<file path="src/rtl/dma_seq_pkg.sv">
// Shared types for the DMA request sequencer.
// Assumes the control byte layout is fixed at eight bits.
package dma_seq_pkg;

    // Kind of activation source that a select code resolves to
    typedef enum logic [2:0] {
        SRC_NONE,
        SRC_BURST,
        SRC_STEAL,
        SRC_DREQ_EDGE,
        SRC_DREQ_LEVEL,
        SRC_TIMER
    } src_kind_e;

    // Control byte, msb first
    typedef struct packed {
        logic       en;
        logic       rsvd;
        logic       dir_dn;
        logic       step_en;
        logic       blk_src;
        logic [2:0] sel;
    } ctrl_t;

endpackage

</file>
<file path="src/rtl/dma_src_decode.sv">
// Source decoder: maps the select field and mode flag to a source kind
// and a timer channel index.
// Assumes four or fewer timer channels, indexed by the low select bits.
module dma_src_decode
    import dma_seq_pkg::*;
#(
    parameter int TMR_CH = 4,
    localparam int TIDX_W = (TMR_CH > 1) ? $clog2(TMR_CH) : 1
) (
    input  logic [2:0]        sel,
    input  logic              block_mode,
    output src_kind_e         kind,
    output logic [TIDX_W-1:0] tmr_idx
);

    // Timer index comes straight from the low select bits
    assign tmr_idx = sel[TIDX_W-1:0];

    // Resolve the source kind for the current mode
    always_comb begin
        kind = SRC_NONE;
        if (!block_mode) begin
            case (sel)
                3'b000:  kind = SRC_BURST;
                3'b010:  kind = SRC_STEAL;
                3'b110:  kind = SRC_DREQ_EDGE;
                3'b111:  kind = SRC_DREQ_LEVEL;
                default: kind = SRC_NONE;
            endcase
        end else begin
            if (sel == 3'b110)
                kind = SRC_DREQ_EDGE;
            else if (!sel[2] && (int'(sel[1:0]) < TMR_CH))
                kind = SRC_TIMER;
            else
                kind = SRC_NONE;
        end
    end

endmodule

</file>
<file path="src/rtl/dma_dreq_sync.sv">
// External request synchronizer: a chain of flops brings the active-low
// pin into the clock domain, and one more register detects its fall.
// Assumes dreq_n is asynchronous and idles high.
module dma_dreq_sync #(
    parameter int SYNC_STAGES = 2
) (
    input  logic clk,
    input  logic rst_n,
    input  logic dreq_n,
    output logic dreq_low,
    output logic dreq_fall
);

    logic [SYNC_STAGES-1:0] chain;
    logic                   last_q;

    for (genvar i = 0; i < SYNC_STAGES; i++) begin : g_stage
        if (i == 0) begin : g_first
            // First stage samples the raw pin
            always_ff @(posedge clk) begin
                if (!rst_n) chain[0] <= 1'b1;
                else        chain[0] <= dreq_n;
            end
        end else begin : g_next
            // Later stages pass the value along
            always_ff @(posedge clk) begin
                if (!rst_n) chain[i] <= 1'b1;
                else        chain[i] <= chain[i-1];
            end
        end
    end

    // Keep the previous synchronized value for the edge detector
    always_ff @(posedge clk) begin
        if (!rst_n) last_q <= 1'b1;
        else        last_q <= chain[SYNC_STAGES-1];
    end

    assign dreq_low  = ~chain[SYNC_STAGES-1];
    assign dreq_fall = last_q & ~chain[SYNC_STAGES-1];

endmodule

</file>
<file path="src/rtl/dma_req_ctrl.sv">
// Request generator: turns the decoded source into the req output.
// Edge-type events are held pending until a completed transfer.
// A paused auto-request drops req for one cycle after each transfer.
// Assumes timer pulses are already synchronous to clk.
module dma_req_ctrl
    import dma_seq_pkg::*;
#(
    parameter int TMR_CH = 4,
    localparam int TIDX_W = (TMR_CH > 1) ? $clog2(TMR_CH) : 1
) (
    input  logic              clk,
    input  logic              rst_n,
    input  logic              en,
    input  src_kind_e         kind,
    input  logic [TIDX_W-1:0] tmr_idx,
    input  logic [TMR_CH-1:0] tmr_cm,
    input  logic              dreq_low,
    input  logic              dreq_fall,
    input  logic              ack,
    output logic              req
);

    logic pend_q;
    logic hold_q;
    logic trig;
    logic edge_src;
    logic done;

    assign edge_src = (kind == SRC_DREQ_EDGE) || (kind == SRC_TIMER);
    assign trig     = ((kind == SRC_DREQ_EDGE) && dreq_fall) ||
                      ((kind == SRC_TIMER) && tmr_cm[tmr_idx]);
    assign done     = ack && req;

    // Latch edge and timer events until a transfer consumes them
    always_ff @(posedge clk) begin
        if (!rst_n)                pend_q <= 1'b0;
        else if (!en || !edge_src) pend_q <= 1'b0;
        else                       pend_q <= (pend_q && !done) || trig;
    end

    // Pause the cycle-steal request for one cycle after each transfer
    always_ff @(posedge clk) begin
        if (!rst_n) hold_q <= 1'b0;
        else        hold_q <= done && (kind == SRC_STEAL);
    end

    // Combine the source kind with its state to form the request
    always_comb begin
        req = 1'b0;
        if (en) begin
            case (kind)
                SRC_BURST:      req = 1'b1;
                SRC_STEAL:      req = !hold_q;
                SRC_DREQ_LEVEL: req = dreq_low;
                SRC_DREQ_EDGE:  req = pend_q;
                SRC_TIMER:      req = pend_q;
                default:        req = 1'b0;
            endcase
        end
    end

endmodule

</file>
<file path="src/rtl/dma_addr_step.sv">
// Address register: loads through its own port, or holds or steps by
// one or two on each completed transfer. Wraps modulo 2^AW.
// Assumes load takes priority over a step in the same cycle.
module dma_addr_step #(
    parameter int AW = 24
) (
    input  logic          clk,
    input  logic          rst_n,
    input  logic          load,
    input  logic [AW-1:0] load_val,
    input  logic          done,
    input  logic          step_en,
    input  logic          dir_dn,
    input  logic          word,
    output logic [AW-1:0] addr
);

    logic [AW-1:0] delta;

    assign delta = word ? AW'(2) : AW'(1);

    // Load, step or hold the address
    always_ff @(posedge clk) begin
        if (!rst_n)
            addr <= '0;
        else if (load)
            addr <= load_val;
        else if (done && step_en)
            addr <= dir_dn ? (addr - delta) : (addr + delta);
    end

endmodule

</file>
<file path="src/rtl/dma_req_seq.sv">
// DMA channel request and address sequencer (top). Holds the control
// byte, decodes the activation source, synchronizes the external request,
// raises req and steps the address register on each req/ack transfer.
// Assumes a transfer completes in any cycle where req and ack are both high.
module dma_req_seq
    import dma_seq_pkg::*;
#(
    parameter int ADDR_W      = 24,
    parameter int TMR_CH      = 4,
    parameter int SYNC_STAGES = 2,
    localparam int TIDX_W = (TMR_CH > 1) ? $clog2(TMR_CH) : 1
) (
    input  logic              clk,
    input  logic              rst_n,
    input  logic              cfg_we,
    input  logic [7:0]        cfg_wdata,
    output logic [7:0]        cfg_rdata,
    input  logic              block_mode,
    input  logic              word_size,
    input  logic              addr_we,
    input  logic [ADDR_W-1:0] addr_wdata,
    output logic [ADDR_W-1:0] addr,
    input  logic [TMR_CH-1:0] tmr_cm,
    input  logic              dreq_n,
    output logic              req,
    input  logic              ack,
    output logic              blk_is_src
);

    ctrl_t             ctrl_q;
    src_kind_e         kind;
    logic [TIDX_W-1:0] tmr_idx;
    logic              dreq_low;
    logic              dreq_fall;
    logic              xfer_done;

    // Control byte register
    always_ff @(posedge clk) begin
        if (!rst_n)      ctrl_q <= '0;
        else if (cfg_we) ctrl_q <= ctrl_t'(cfg_wdata);
    end

    assign cfg_rdata  = ctrl_q;
    assign blk_is_src = ctrl_q.blk_src;
    assign xfer_done  = req && ack;

    dma_src_decode #(.TMR_CH(TMR_CH)) u_decode (
        .sel        (ctrl_q.sel),
        .block_mode (block_mode),
        .kind       (kind),
        .tmr_idx    (tmr_idx)
    );

    dma_dreq_sync #(.SYNC_STAGES(SYNC_STAGES)) u_sync (
        .clk       (clk),
        .rst_n     (rst_n),
        .dreq_n    (dreq_n),
        .dreq_low  (dreq_low),
        .dreq_fall (dreq_fall)
    );

    dma_req_ctrl #(.TMR_CH(TMR_CH)) u_reqc (
        .clk       (clk),
        .rst_n     (rst_n),
        .en        (ctrl_q.en),
        .kind      (kind),
        .tmr_idx   (tmr_idx),
        .tmr_cm    (tmr_cm),
        .dreq_low  (dreq_low),
        .dreq_fall (dreq_fall),
        .ack       (ack),
        .req       (req)
    );

    dma_addr_step #(.AW(ADDR_W)) u_addr (
        .clk      (clk),
        .rst_n    (rst_n),
        .load     (addr_we),
        .load_val (addr_wdata),
        .done     (xfer_done),
        .step_en  (ctrl_q.step_en),
        .dir_dn   (ctrl_q.dir_dn),
        .word     (word_size),
        .addr     (addr)
    );

endmodule

</file>
<file path="config.mk">
export PLATFORM = sky130hd
export DESIGN_NAME = dma_req_seq
export DESIGN_NICKNAME = d
export VERILOG_FILES = /design/src/rtl/dma_seq_pkg.sv /design/src/rtl/dma_src_decode.sv /design/src/rtl/dma_dreq_sync.sv /design/src/rtl/dma_req_ctrl.sv /design/src/rtl/dma_addr_step.sv /design/src/rtl/dma_req_seq.sv
export SDC_FILE = /design/constraint.sdc
export NUM_CORES = 1
export LEC_CHECK = 0
export ABC_AREA = 1
export ABC_CLOCK_PERIOD_IN_PS = 2900
export BUFFER_PORTS_ARGS = -buffer_cell sky130_fd_sc_hd__buf_2
export CAP_MARGIN = 10
export CORE_UTILIZATION = 55
export CTS_BUF_LIST = sky130_fd_sc_hd__clkbuf_8 sky130_fd_sc_hd__clkbuf_16
export DETAILED_ROUTE_END_ITERATION = 7
export GPL_TIMING_DRIVEN = 0
export PLACE_DENSITY_LB_ADDON = 0.05
export REMOVE_ABC_BUFFERS = 1
export SETUP_SLACK_MARGIN = 0.5
export SYNTH_ARGS = -nofsm -noshare
export SYNTH_HDL_FRONTEND = slang
export SYNTH_SLANG_ARGS = --single-unit
</file>
<file path="constraint.sdc">
create_clock -name clk -period 2.9 [get_ports clk]
set_input_delay 0.725 -clock clk [delete_from_list [all_inputs] [get_ports clk]]
set_output_delay 0.725 -clock clk [all_outputs]
set_load 0.02 [all_outputs]
</file>
==> flow_metrics.env <==
export IMPL_synth_edf_count=0
export IMPL_cts_buffers=5
export IMPL_grt_remaining_overflow=0
export IMPL_grt_max_degree=26
export IMPL_avgRoutedWirePerCell_um=12.53
export IMPL_p_leak_nw=2.331
export IMPL_clockPowerShare_pct=35.5
export IMPL_syn_inst=604
export IMPL_track_usage_pct=28.49
export IMPL_outcome="completed"
export IMPL_grt_pass1_wl_um=14660
export IMPL_intPower_w=0.001046
export IMPL_power_frac_seq_pct=36.4
export IMPL_relSlewSlack_pct=30.77
export IMPL_root_buffer="clkbuf_8"
export IMPL_final_setup_skew_ns=0.007349
export IMPL_yosys_area_top_type="nand2_1"
export IMPL_maxCapViolCount=0
export IMPL_switchingPower_w=0.0005193
export IMPL_routabilityCongestion=0.9761
export IMPL_cts_max_level=2
export IMPL_start_util_pct=57.69
export IMPL_synth_most_common_cell="nand2_1"
export IMPL_cp_start_kind="input pin"
export IMPL_synth_distinct_cells=28
export IMPL_synth_top_area_share_pct=23.57
export IMPL_path_clk_slew_ns=0.09
export IMPL_required_ns=3.04
export IMPL_vias=3893
export IMPL_tightest_slew_ns=1.037
export IMPL_netlist_area_sq_um=3456
export IMPL_diodes=0
export IMPL_grt_pass1_vias=3399
export IMPL_drt_iter0_markers=214
export IMPL_core_sq_um=5991
export IMPL_total_power_w=0.001566
export IMPL_crit_fanout=26
export IMPL_io_pins=78
export IMPL_via_per_inst=5.177
export IMPL_drc=0
export IMPL_arrival_ns=2.45
export IMPL_switching_share_pct=33.17
export IMPL_min_delay_path_class="reg -> reg"
export IMPL_power_density_nw_per_um2=389.4
export IMPL_finalCriticalPeriod_ns=2.306
export IMPL_setup_violations=0
export IMPL_layout_drive_gt1_share_pct=17.73
export IMPL_setup_tns_ns=0
export IMPL_num_nets_final=744
export IMPL_drtPass1Iterations=4
export IMPL_wirelength_um=9420
export IMPL_die_height_um=81.27
export IMPL_syn_to_final_growth_pct=16.33
export IMPL_synth_ff_latch_count=37
export IMPL_hold_viol_final=0
export IMPL_dieArea_sq_um=6604
export IMPL_setup_worst_path_class="in -> reg"
export IMPL_num_rows=28
export IMPL_clock_sinks=37
export IMPL_post_synth_most_frequent_cells="nand2_1 (217), inv_1 (104), nor2_1 (65)"
export IMPL_async_reset_ff_share_pct=0
export IMPL_postSynthAreaPerCell_sq_um=5.722
export IMPL_synth_seq_area_share_pct=21.43
export IMPL_cp_end_kind="register"
export IMPL_n_fill_cell=597
export IMPL_insertion_delay_ns=0.30
export IMPL_peakVddDrop_mv=0.2347
export IMPL_grt_setup_unrepaired="no"
export IMPL_die_w_um=81.27
export IMPL_slew_violations=0
export IMPL_fin_crit_sh_pct=79.52
export IMPL_cts_buffer_depth=2
export IMPL_dpl_hpwl_um=7001
export IMPL_antenna_found_initial=0
export IMPL_yosysWarnings=0
export IMPL_p_comb_share_pct=28.1
export IMPL_r2r_slack_ns=0.80
export IMPL_ant_nets=0
export IMPL_ys_top_cells_by_area="nand2_1 (24%), dfxtp_1 (21%), inv_1 (11%)"
export IMPL_max_freq_mhz=433.6
export IMPL_synthFlopType="dfxtp_1"
export IMPL_io_buffers=77
export IMPL_tritoncts="yes"
flip-flops by register name (all words and copies together) (netlist names):
name,count
u_reqc.hold_q,1
u_addr.addr,24
blk_is_src,1
cfg_rdata,7
u_sync.chain,2
u_sync.last_q,1
u_reqc.pend_q,1
power by group through the flow:
stage                     Sequential (W)  Clock [W]  Combinational [W]
after floorplan                 0.000615          0           0.000261
after global placement          0.000582          0           0.000412
after detailed placement        0.000584          0           0.000423
after CTS                       0.000572   0.000571           0.000426
after global routing            0.000574   0.000592           0.000495
final                           0.000569   0.000556           0.000440
critical path: stages:
cell and delay, ns:
buf_2 0.50, clkinvlp_2 0.75, nand3_1 0.26, nand2_1 0.07, nand2_1 0.06, a21oi_1 0.07
through the flow:
stage               setup WS, ns  cells  hold slack, ns  area (sq um)  utilization (%)
floorplan                 0.5416    588          0.3925          3362                -
global placement          0.1447    740          0.3940          3841            64.12
detailed placement       0.06958    740          0.4060          3841            64.12
CTS                       0.5434    748          0.4259          3983            66.48
global route              0.4970    752          0.4488          4020            67.11
finish                    0.5938    752          0.4249          4020            67.11
cells in the final DEF (no fill, tap or decap), drive strengths merged:
cell	count
a21oi	38
nor4	1
xnor2	2
inv	106
nor3	2
xor2	5
nand2	219
or2	5
ha	23
clkinvlp	2
bufinv	2
nand4	9
nor2	66
buf	80
fa	1
nand3	48
o221ai	1
clkbuf	5
dfxtp	37
nand3b	5
o21ai	19
and2	1
per-layer routing:
layer | routed length (um) | global-route usage (%) | part of all wire, %
met1 | 4149 | 34.03 | 44
met2 | 4374 | 50.25 | 46
met3 | 605 | 4.719 | 6.4
met4 | 291 | 11.07 | 3.1
met5 | 0 | 0 | 0
cell type report:
cell class	count	area (sq um)	share of cell area, %
multi-input combinational	445	2226	55.37
sequential	37	744.5	18.52
timing repair buffer	80	411.6	10.24
inverter	106	401.6	9.991
tap	75	93.84	2.334
clock buffer	5	68.82	1.712
clock inverter	3	68.82	1.712
timing repair inverter	1	5.005	0.1245
path summary, 6_finish.rpt:
path                    from  depth (start not counted)         endpoint
max                  addr_we                          6   u_addr.addr[6]
min          u_sync.chain[0]                          1  u_sync.chain[1]
max reg2reg     cfg_rdata[5]                          9  u_addr.addr[18]
min reg2reg  u_sync.chain[0]                          1  u_sync.chain[1]
cells by family after synthesis:
| family | Yosys count | synth area share, % |
|---|---|---|
| xor gates and xnor gates | 7 | 1.774 |
| adders and majority gates | 24 | 8.907 |
| DFF | 37 | 21.43 |
| and+or+nand+nor | 356 | 44.28 |
| buffers and inverters | 122 | 14.23 |
| AOI/OAI and AO/OA | 58 | 9.377 |
repair_timing:
action | CTS | global route
hold buffers | 0 | 0
cloned | 0 | 1
setup buffers | 0 | 3
gates resized for setup | 2 | 2
setup endpoints to repair | 22 | 12
(Power assumes the default switching activity.)
